==> config.mk <==
export PLATFORM = sky130hd
export DESIGN_NAME = bitslice_alu
export DESIGN_NICKNAME = d
export VERILOG_FILES = /design/src/rtl/alu_pkg.sv /design/src/rtl/alu_full_adder.sv /design/src/rtl/alu_slice.sv /design/src/rtl/bitslice_alu.sv
export SDC_FILE = /design/constraint.sdc
export NUM_CORES = 1
export LEC_CHECK = 0
export CORE_MARGIN = 4
export CORE_UTILIZATION = 40
export DETAILED_ROUTE_END_ITERATION = 8
export DONT_BUFFER_PORTS = 1
export GPL_ROUTABILITY_DRIVEN = 0
export PLACE_DENSITY = 0.53
export SLEW_MARGIN = 0
export SYNTH_ARGS = -nofsm -noshare
export SYNTH_HDL_FRONTEND = slang
export SYNTH_SLANG_ARGS = --single-unit
==> constraint.sdc <==
create_clock -name vclk -period 6.7
set_clock_uncertainty 0.05 [all_clocks]
set_input_delay 0.335 -clock vclk [all_inputs]
set_output_delay 0.335 -clock vclk [all_outputs]
set_load 0.03 [all_outputs]
==> src/rtl/alu_pkg.sv <==
package alu_pkg;

    typedef enum logic [1:0] {
        FN_ADD = 2'b00,
        FN_SUB = 2'b01,
        FN_OR  = 2'b10,
        FN_AND = 2'b11
    } alu_fn_e;

endpackage

==> src/rtl/alu_full_adder.sv <==
module alu_full_adder (
    input  logic x_in,
    input  logic y_in,
    input  logic c_in,
    output logic s_out,
    output logic c_out
);
    logic half_x;

    always_comb begin
        half_x = x_in ^ y_in;
        s_out  = half_x ^ c_in;
        c_out  = (x_in & y_in) | (half_x & c_in);
    end
endmodule

==> src/rtl/alu_slice.sv <==
module alu_slice
    import alu_pkg::*;
(
    input  logic    a_bit,
    input  logic    b_bit,
    input  logic    c_in,
    input  alu_fn_e fn,
    output logic    y_bit,
    output logic    c_out
);
    logic b_cond;
    logic sum_bit;
    logic raw_carry;

    // complement the second operand only when subtracting
    always_comb begin
        b_cond = b_bit ^ (fn == FN_SUB);
    end

    alu_full_adder u_fa (
        .x_in  (a_bit),
        .y_in  (b_cond),
        .c_in  (c_in),
        .s_out (sum_bit),
        .c_out (raw_carry)
    );

    // result select and carry gate
    always_comb begin
        unique case (fn)
            FN_ADD, FN_SUB: begin
                y_bit = sum_bit;
                c_out = raw_carry;
            end
            FN_OR: begin
                y_bit = a_bit | b_bit;
                c_out = 1'b0;
            end
            FN_AND: begin
                y_bit = a_bit & b_bit;
                c_out = 1'b0;
            end
            default: begin
                y_bit = 1'b0;
                c_out = 1'b0;
            end
        endcase
    end
endmodule

==> src/rtl/bitslice_alu.sv <==
module bitslice_alu
    import alu_pkg::*;
#(
    parameter int WIDTH = 8
) (
    input  logic [WIDTH-1:0] opa,
    input  logic [WIDTH-1:0] opb,
    input  logic [1:0]       fsel,
    output logic [WIDTH-1:0] result,
    output logic             carry_out
);
    localparam int CHAIN = WIDTH + 1;

    alu_fn_e          fn;
    logic [CHAIN-1:0] chain;

    always_comb begin
        fn       = alu_fn_e'(fsel);
        // low code bit seeds the chain: 1 for subtract, 0 for add
        chain[0] = fsel[0];
    end

    for (genvar i = 0; i < WIDTH; i++) begin : g_slice
        alu_slice u_slice (
            .a_bit (opa[i]),
            .b_bit (opb[i]),
            .c_in  (chain[i]),
            .fn    (fn),
            .y_bit (result[i]),
            .c_out (chain[i+1])
        );
    end

    always_comb begin
        carry_out = chain[WIDTH];
    end
endmodule

# After elaboration in Yosys (flattened, before gate mapping)
# Cells that the tools add are included.
# totals
output_inout_bits	9
in_bits	18
regBits	0
word_cells	86
# classes
n_eq_ne	3
n_bitwise	64
reduce_logical	3
mux	16
# ops
cell	count
$and 1x1->1	24
$pmux 1 s3	8
$xor 1x1->1	24
$or 1x1->1	16
$pmux 1 s2	8
$eq 2x2->1 const B	2
$reduce_or 2->1	2
$eq 2x1->1 const B	1
$logic_not 2->1	1

# Logic depth before layout (Yosys ltp)
# Gate-level depths: netlist (run 1).
# depth
ltp_word	27
ltp_mapped	21
ltp_nobuf	19

# Cells and area by module
# From an unflattened synthesis (run 1), not the netlist that was laid out.
# hier_totals
cells_unflattened	64
hier_area_um2	570.5
# by_module_without_submodules
module	area_each_um2	seq_area_each_um2	cells_per_inst	n_inst
alu_slice	51.3	0.0	7	8
alu_full_adder	20.0	0.0	1	8

# Worst setup path after synthesis (run 1)
# Ideal clock, no wire load.
# synth_path
path_kind	input-to-output
from	input fsel[0]
to	output carry_out
path_slack_ps	607
cell_stages	20
t_arrival_ps	5708
t_required_ps	6315
n_path_buf	1
cell_sequence	buf_6 > inv_2 > nor2_8 > xor2_1 > fa_1 > nand2b_1 > fa_1 > or2_2 > fa_1 > or2_2 > fa_1 > or2_2 > fa_1 > or2_2 > fa_1 > or2_2 > fa_1 > or2_2 > fa_1 > nor2_1
# synth_via
elab_chain_cells	27
elab_cells_between_ends	54
cone_classes	3 x eq/ne; 8 x mux; 40 x bitwise; 3 x reduce/logical
# synth_rtl
item	line	source
from (decl)	bitslice_alu.sv:8	input logic [1:0] fsel,
$eq 2x1->1	alu_slice.sv:17, alu_slice.sv:30	
$xor 1x1->1	alu_slice.sv:17	b_cond = b_bit ^ (fn == FN_SUB);
$xor 1x1->1	alu_full_adder.sv:11	half_x = x_in ^ y_in;
$and 1x1->1	alu_full_adder.sv:13	c_out = (x_in & y_in) | (half_x & c_in);
$or 1x1->1	alu_full_adder.sv:13	
$pmux 1 s2	alu_slice.sv:30	unique case (fn)
$and 1x1->1	alu_full_adder.sv:13	
$or 1x1->1	alu_full_adder.sv:13	
[... 11 more ...]	--	
$or 1x1->1	alu_full_adder.sv:13	
$pmux 1 s2	alu_slice.sv:30	
$and 1x1->1	alu_full_adder.sv:13	
$or 1x1->1	alu_full_adder.sv:13	
$pmux 1 s2	alu_slice.sv:30	
$and 1x1->1	alu_full_adder.sv:13	
$or 1x1->1	alu_full_adder.sv:13	
$pmux 1 s2 *	alu_slice.sv:30	
to (decl)	bitslice_alu.sv:10	output logic carry_out
# Mark *: on every way between the ends. The rest lies on a longest branch, timed or not.

# Worst setup path in the final report (run 1)
# layout_path
from	input fsel[0]
to	output result[7]
# layout_via
elab_chain_cells	26
elab_cells_between_ends	52
cone_classes	3 x eq/ne; 8 x mux; 38 x bitwise; 3 x reduce/logical
# layout_rtl
item	line	source
$eq 2x1->1	alu_slice.sv:17, alu_slice.sv:30	
$xor 1x1->1	alu_slice.sv:17	
$xor 1x1->1	alu_full_adder.sv:11	
$and 1x1->1	alu_full_adder.sv:13	
$or 1x1->1	alu_full_adder.sv:13	
$pmux 1 s2	alu_slice.sv:30	
$and 1x1->1	alu_full_adder.sv:13	
$or 1x1->1	alu_full_adder.sv:13	
[... 10 more ...]	--	
$and 1x1->1	alu_full_adder.sv:13	
$or 1x1->1	alu_full_adder.sv:13	
$pmux 1 s2	alu_slice.sv:30	
$and 1x1->1	alu_full_adder.sv:13	
$or 1x1->1	alu_full_adder.sv:13	
$pmux 1 s2	alu_slice.sv:30	
$xor 1x1->1	alu_full_adder.sv:12	s_out = half_x ^ c_in;
$pmux 1 s3 *	alu_slice.sv:30	
to (decl)	bitslice_alu.sv:9	output logic [WIDTH-1:0] result,
# Marks and branches as above.

==> metrics.md, run 1 <==
| Metric | Value |
|---|---|
| Core area | 0.00137 mm^2 |
| Worst path required time | 6.31 ns |
| Worst path arrival time | 5.70 ns |
| Chip Height | 47.2 um |
| Proportion of synthesized area in mux cells | 11.4% |
| Die area | 0.00222 mm^2 |
| Net count after synthesis | 95 |
| Comb pwr share | 100.0% |
| GRT Util Overall | 9.12% |
| Antenna diodes | 0 |
| Power per cell area | 99.6 mW/mm^2 |
| Initial antenna violation count | 0 |
| Area of the multi-input gates | 463 um^2 |
| CP startpoint kind | input port |
| Average vias per placed instance | 4.83 |
| # fillers | 146 |
| Area growth syn-to-layout | -9.18% |
| Pint | 0.0203 mW |
| Final period utilization | 90.8% |
| Fin nets | 88 |
| Post-CTS Setup Inserts | 0 |
| Sw Share | 63.4% |
| Setup TNS | 0 ns |
| Hold_ws | 0.797 ns |
| Reg power frac | 0% |
| Hold EP | carry_out |
| Mapped Area | 613 um^2 |
| Synth Instances | 69 |
| Adder-Cell Fraction of Synth Area | 39.0% |
| Starting Density | 44.9% |
| Sequential Area | 0 um^2 |
| Finished Layout Cells | 75 |
| Share of layout cells above drive strength 1 | 28.3% |
| Critical Path Sink Type | output pin |
| Seq Cell Count | 0 |
| Port-buffer cells | 0 |
| Clock Power Share | 0% |
| Max-cap violation count | 0 |
| VDD IR max | 0.0291 mV |
| Pins Over Slew Limit | 0 |
| Number of global-route vias before repair | 373 |
| Min Tclk post-route | 6.08 ns |
| # IOs | 27 |
| Placed insts | 75 |
| DRC Markers | 0 |
| Via count | 362 |
| Finished Cell Area | 557 um^2 |
| Final setup viols | 0 |
| Synth Area in Simple Gates | 11.0% |
| Worst Path Max Fanout | 9 |
| Net Sw Power | 0.0352 mW |
| Sequential fraction of the synthesis area | 0% |
| Main combinational cell family by area after synthesis | adder cells |
| Worst hold path class | in2out |
| Final hold violation count | 0 |
| FP Rows | 13 |
| Setup CP Type | in2out |
| Die X-Extent | 47.2 um |
| Cts repair resizes | 0 |
| Ys Warns | 0 |
| Compound-cell area share of the yosys netlist | 2.65% |
| DR WL/cell | 12.4 um |
| Clock buffer count | 0 |
| Post-Synth XOR/XNOR Area | 11.4% |
| Total wire length | 932 um |
| Hold Path Depth | 2 |
| Drt initial violations | 1 |
| Worst-Margin Slew | 0.694 ns |
| Fmax | 164 MHz |
| RSZ-0062 raised after global routing | no |
| Post-route ant nets | 0 |
| Netlist cell types | 16 |
| Mean post-synth cell area | 8.89 um^2 |
| First-pass detailed-route iteration total | 4 |
| Placed cell areas | 557 um^2 |
| Run status | complete, no violations |
| First-pass GRT wire length | 1520 um |
| Largest net degree at the start of global routing | 19 |
| GR Overflow Total | 0 |
| LEAKAGE | 0.258 nW |
| Dpl hpwl | 785 um |
| Hold wc startpoint | fsel[1] |
| CTS Hold Bufs | 0 |
| Headroom to the max-slew limit | 52.4% |
## power by group through the flow
stage | logic [mW] | registers, mW | clock network [mW]
2_1_floorplan | 0.0648 | 0 | 0
3_3_place_gp | 0.0560 | 0 | 0
3_5_place_dp | 0.0565 | 0 | 0
4_1_cts | 0.0566 | 0 | 0
5_1_grt | 0.0620 | 0 | 0
6_report | 0.0555 | 0 | 0
## synth_stat cells
master	n	share of area, %
mux2i_1	7	11
maj3_2	7	13
or2_2	6	6.1
nand2b_1	1	1.0
o22ai_1	1	1.0
xnor2_1	7	10
inv_1	15	9.2
fa_1	8	26
nor2_8	1	3.3
a21oi_1	1	0.82
buf_4	9	11
xor2_1	1	1.4
buf_6	2	3.7
inv_2	1	0.61
nor2_1	1	0.61
o21ai_0	1	0.82
## cell usage in the layout (no fill, tap or decap), drive strengths merged
master  Yosys  routed
maj3        7       7
o21ai       1       1
buf        11       2
xor2        1       1
or2         6       6
o22ai       1       1
mux2i       7       7
fa          8       8
a21oi       1       1
nand2b      1       1
nor2        2       2
xnor2       7       7
inv        16      16
## through the flow
step / setup slack [ns] / util [%] / total power [mW]
after global placement: 0.609 / 40.8 / 0.0560
after CTS: 0.582 / 40.8 / 0.0566
after floorplan: 0.607 / - / 0.0648
after detailed placement: 0.605 / 40.8 / 0.0565
final: 0.616 / 40.8 / 0.0555
after global routing: 0.382 / 40.8 / 0.0620
## kinds of logic (layout without fill, tap and decap cells)
kind of cell,count (synthesis),after routing
buffers and inverters,27,18
adder cells (fa/ha/maj),15,15
AO/OA/AOI/OAI,3,3
XOR/XNOR,8,8
multiplexers,7,7
AND/OR/NAND/NOR,9,9
## per-layer routing
metal / vias to the layer above / track usage [%] / part of all wire [%]
met5: - / 0 / 0
met4: 0 / 0 / 0
met3: 0 / 1.15 / 9.5
met2: 19 / 16.8 / 48
met1: 160 / 12.0 / 42
li1: 183 / - / -
## critical path, stage by stage
cell and delay (ns):
inv_2 0.04, nor2_8 0.18, xor2_1 0.19, fa_1 0.19
nand2b_1 0.06, fa_1 0.35, or2_2 0.29, fa_1 0.35
or2_2 0.31, fa_1 0.35, or2_2 0.31, fa_1 0.36
or2_2 0.31, fa_1 0.36, or2_2 0.31, fa_1 0.35
or2_2 0.31, fa_1 0.43, mux2i_1 0.13, buf_4 0.18
## area by class of cell
cell class / count / share of cell area (%)
Inverter: 16 / 10.8
Multi-Input combinational cell: 42 / 83.1
Tap cell: 15 / 3.37
Timing Repair Buffer: 2 / 2.70
## worst max path at each step
stage | end | slack [ns] | startpoint
2_1_floorplan | carry_out | 0.61 | fsel[0]
5_1_grt | result[7] | 0.38 | fsel[0]
3_3_place_gp | result[7] | 0.61 | fsel[0]
4_1_cts | result[7] | 0.58 | fsel[0]
6_report | result[7] | 0.62 | fsel[0]
3_5_place_dp | result[7] | 0.61 | fsel[0]
(Power assumes the default switching activity.)
==> run 2: changes to the inputs <==
--- a/config.mk
+++ b/config.mk
@@ -10,7 +10,7 @@
 export DETAILED_ROUTE_END_ITERATION = 8
 export DONT_BUFFER_PORTS = 1
 export GPL_ROUTABILITY_DRIVEN = 0
-export PLACE_DENSITY = 0.53
+export PLACE_DENSITY_LB_ADDON = 0.2
 export SLEW_MARGIN = 0
 export SYNTH_ARGS = -nofsm -noshare
 export SYNTH_HDL_FRONTEND = slang
==> run 2 against run 1 <==
Global-route usage about the same. Largest power group unchanged. Cell count down 1.3%. Core utilization down 0.55 points. Routed wire length down 2.4%. Critical endpoint is now carry_out. Highest routed layer unchanged. Critical path depth down 1. Maximum frequency down 0.98%. Via count up 1.7%.
==> metrics.md, run 2 (synthesized netlist as in run 1, its figures left out) <==
| Metric | Value |
|---|---|
| Initial antenna violation count | 0 |
| First-pass detailed-route iteration total | 1 |
| VDD IR max | 0.0287 mV |
| Fmax | 163 MHz |
| Pins Over Slew Limit | 0 |
| RSZ-0062 raised after global routing | no |
| Seq Cell Count | 0 |
| Post-route ant nets | 0 |
| GRT Util Overall | 9.13% |
| DRC Markers | 0 |
| Final hold violation count | 0 |
| Dpl hpwl | 782 um |
| Via count | 368 |
| Setup CP Type | in2out |
| Worst-path cell chain | inv_2, nor2_8, xor2_1, fa_1, nand2b_1, fa_1, or2_2, fa_1, or2_2, fa_1, or2_2, fa_1, or2_2, fa_1, or2_2, fa_1, or2_2, fa_1, nor2_1 |
| Worst path arrival time | 5.76 ns |
| Max-cap violation count | 0 |
| Total wire length | 910 um |
| Antenna diodes | 0 |
| Min Tclk post-route | 6.14 ns |
| Run status | complete, no violations |
| Starting Density | 44.9% |
| First-pass GRT wire length | 1540 um |
| Setup TNS | 0 ns |
| Core area | 0.00137 mm^2 |
| FP Rows | 13 |
| Final setup viols | 0 |
| Worst Path Max Fanout | 9 |
| CP startpoint kind | input port |
| Final period utilization | 91.7% |
| M1 wire length | 385 um |
| Crit path max-delay family | adder cells |
| Final core utilization | 40.2% |
| Crit-path max cell delay | 0.45 ns |
| Number of global-route vias before repair | 357 |
| # fillers | 148 |
| Worst hold path class | in2out |
| Top sig layer | met3 |
| CP max-delay cell | nor2_1 |
| Largest net degree at the start of global routing | 19 |
| Area growth syn-to-layout | -10.4% |
| Worst path required time | 6.31 ns |
| Worst-Margin Slew | 0.713 ns |
| Average vias per placed instance | 4.97 |
| Crit path buf inv count | 1 |
| Cts repair resizes | 0 |
| Port-buffer cells | 0 |
| DR WL/cell | 12.3 um |
| Share of layout cells above drive strength 1 | 27.1% |
| Most common cell after layout, fill and taps aside | inv_1 |
| Power per cell area | 99.4 mW/mm^2 |
| Fin nets | 87 |
| Die area | 0.00222 mm^2 |
| CTS Hold Bufs | 0 |
| # IOs | 27 |
| Commonest non-fill, non-tap cells in the layout | inv_1, fa_1, maj3_2, mux2i_1, xnor2_1 |
| Clock buffer count | 0 |
| Sequential Area | 0 um^2 |
| LEAKAGE | 0.253 nW |
| Critical Path Sink Type | output pin |
| Die X-Extent | 47.2 um |
| Drt initial violations | 0 |
| DR WL met3 | 82 um |
| Chip Height | 47.2 um |
| Headroom to the max-slew limit | 51.1% |
| Routed wl met2 | 442 um |
| CP most frequent cell | fa_1 |
| Post-CTS Setup Inserts | 0 |
| GR Overflow Total | 0 |
[run 2: changes by cell type in the layout (fill, tap and decap cells not counted), sizes merged]
cell and change:
buf -1
[run 2: worst paths after layout]
kind | start | endpoint | cells past startpoint
worst max-delay path | fsel[0] | carry_out | 19
worst min-delay path | fsel[1] | carry_out | 1
[run 2: cell type report]
cell class | instances | area [um^2] | area share [%]
Timing Repair Buffer | 1 | 7.51 | 1.37
Inverter | 16 | 60.1 | 10.9
Multi-Input combinational cell | 42 | 463 | 84.3
Tap cell | 15 | 18.8 | 3.42
[run 2: where the power goes]
group | switching [mW] | internal, mW
Sequential | 0 | 0
Clock | 0 | 0
Combinational | 0.0350 | 0.0196
[run 2: metal layers]
metal | global-route usage, % | up-vias
li1 | - | 183
met1 | 13.0 | 170
met2 | 16.0 | 15
met3 | 0.766 | 0
met4 | 0 | 0
met5 | 0 | -
[run 2: metrics by stage]
step | total power, mW | cell area [um^2] | worst slack, ns | hold slack (ns) | instances
after global routing | 0.0621 | 549 | 0.245 | 0.738 | 74
after CTS | 0.0562 | 549 | 0.508 | 0.737 | 74
after floorplan | 0.0648 | 613 | 0.607 | 0.920 | 69
after global placement | 0.0545 | 549 | 0.533 | 0.736 | 74
after detailed placement | 0.0561 | 549 | 0.512 | 0.737 | 74
final | 0.0546 | 549 | 0.556 | 0.735 | 74
==> run 3: changes to the inputs <==
==> constraint.sdc (replaced) <==
create_clock -name vclk -period 6.7
set_clock_uncertainty 0.05 [all_clocks]
set_input_delay 0 -clock vclk [all_inputs]
set_output_delay 0 -clock vclk [all_outputs]
set_load 0.03 [all_outputs]
==> run 3 against run 2 <==
Routed wire length grew 0.77%. Global-route usage shrank 0.79 points. Maximum frequency grew 10%. Combinational power shrank 3%. Via count shrank 3.5%. First-iteration DRC count is the same. Hold slack lost 0.67 ns. Core utilization shrank 0.55 points. Sequential share of layout area is the same. Worst setup slack gained 0.56 ns. Critical path type unchanged. Largest cell class unchanged.
==> metrics.md, run 3 (synthesized netlist as in run 1, its figures left out) <==
| Metric | Value |
|---|---|
| Worst Path Max Fanout | 9 |
| CP max-delay cell | mux2i_1 |
| Pwr Total | 0.0531 mW |
| Share of layout cells above drive strength 1 | 25.9% |
| RSZ-0062 raised after global routing | no |
| Core area | 0.00137 mm^2 |
| VDD IR max | 0.0222 mV |
| Placed insts | 73 |
| DRC Markers | 0 |
| Power per cell area | 98.0 mW/mm^2 |
| Setup CP Type | in2out |
| Seq Cell Count | 0 |
| Worst Setup SP | fsel[0] |
| Worst-path cell chain | inv_2, nor2_8, xor2_1, fa_1, nand2b_1, fa_1, or2_2, fa_1, or2_2, fa_1, or2_2, fa_1, or2_2, fa_1, or2_2, fa_1, or2_2, fa_1, mux2i_1 |
| Area growth syn-to-layout | -11.6% |
| Global routing usage on met3 | 1.92% |
| Setup TNS | 0 ns |
| CP startpoint kind | input port |
| Area of the multi-input gates | 463 um^2 |
| Fmax | 179 MHz |
| Starting Density | 44.9% |
| Sequential Area | 0 um^2 |
| Critical Path Sink Type | output pin |
| Run status | complete, no violations |
| Max-cap violation count | 0 |
| LEAKAGE | 0.248 nW |
| Headroom to the max-slew limit | 51.6% |
| Most common cell after layout, fill and taps aside | inv_1 |
| CP most frequent cell | fa_1 |
| GR Overflow Total | 0 |
| Met1 GRT Util | 8.10% |
| Post-route ant nets | 0 |
| Commonest non-fill, non-tap cells in the layout | inv_1, fa_1, maj3_2, mux2i_1, xnor2_1 |
| Dpl hpwl | 821 um |
| Port-buffer cells | 0 |
| Final setup viols | 0 |
| Via count | 355 |
| Worst path arrival time | 5.53 ns |
| DR WL/cell | 12.6 um |
| Finished Layout Cells | 73 |
| Clock buffer count | 0 |
| Final hold violation count | 0 |
| GR Layer Usage met2 | 18.2% |
| CTS Hold Bufs | 0 |
| Die area | 0.00222 mm^2 |
| Fin nets | 86 |
| Min Tclk post-route | 5.58 ns |
| Crit-path max cell delay | 0.53 ns |
| Worst hold path class | in2out |
| GRT Util Overall | 8.34% |
| Drt initial violations | 0 |
| Average vias per placed instance | 4.86 |
| Worst-Margin Slew | 0.707 ns |
| # IOs | 27 |
| Total wire length | 917 um |
| Number of global-route vias before repair | 357 |
| # fillers | 148 |
| First-pass GRT wire length | 1360 um |
| First-pass detailed-route iteration total | 1 |
| Post-CTS Setup Inserts | 0 |
| Pins Over Slew Limit | 0 |
| Worst path required time | 6.65 ns |
| Cts repair resizes | 0 |
| Initial antenna violation count | 0 |
| Largest net degree at the start of global routing | 19 |
| CP endpoint | result[7] |
| Final period utilization | 83.3% |
| Die X-Extent | 47.2 um |
| Gr busiest metal | met2 |
| Final core utilization | 39.7% |
| FP Rows | 13 |
| Antenna diodes | 0 |
| Chip Height | 47.2 um |
-- run 3: cell types whose count changed in the layout (fill, tap and decap cells not counted), sizes merged --
cell  delta
buf      -1
-- run 3: area by class of cell --
class / count / share of cell area [%]
inverters: 16 / 11.1
multi-input cells: 42 / 85.5
well taps: 15 / 3.46
-- run 3: per-layer routing --
| layer | vias up | routed length [um] |
|---|---|---|
| li1 | 179 | - |
| met3 | 0 | 119 |
| met4 | 0 | 0 |
| met5 | - | 0 |
| met1 | 161 | 325 |
| met2 | 15 | 472 |
-- run 3: through the flow --
step           cell area [um^2]  hold WS, ns  setup slack [ns]
5_1_grt                     542       0.0694             0.884
3_3_place_gp                542       0.0674              1.07
4_1_cts                     542       0.0677              1.07
3_5_place_dp                542       0.0678              1.06
6_report                    542       0.0653              1.12
2_1_floorplan               613        0.250              1.28
-- run 3: critical path, delay by kind of cell --
family | cells | cell delay, ns
buffers and inverters | 1 | 0.04
AND/OR/NAND/NOR | 8 | 2.08
adder cells (fa/ha/maj) | 8 | 2.70
multiplexers | 1 | 0.53
XOR/XNOR | 1 | 0.19
-- run 3: worst min path at each step --
stage | from | endpoint | slack (ns) | depth (start not counted)
6_report | fsel[1] | carry_out | 0.07 | 1
5_1_grt | fsel[1] | carry_out | 0.07 | 1
4_1_cts | fsel[1] | carry_out | 0.07 | 1
3_5_place_dp | fsel[1] | carry_out | 0.07 | 1
3_3_place_gp | fsel[1] | carry_out | 0.07 | 1
2_1_floorplan | opb[0] | result[0] | 0.25 | 3
-- run 3: power breakdown --
group          total (mW)  switching, mW  internal, mW
sequential              0              0             0
combinational      0.0531         0.0349        0.0182
clock                   0              0             0
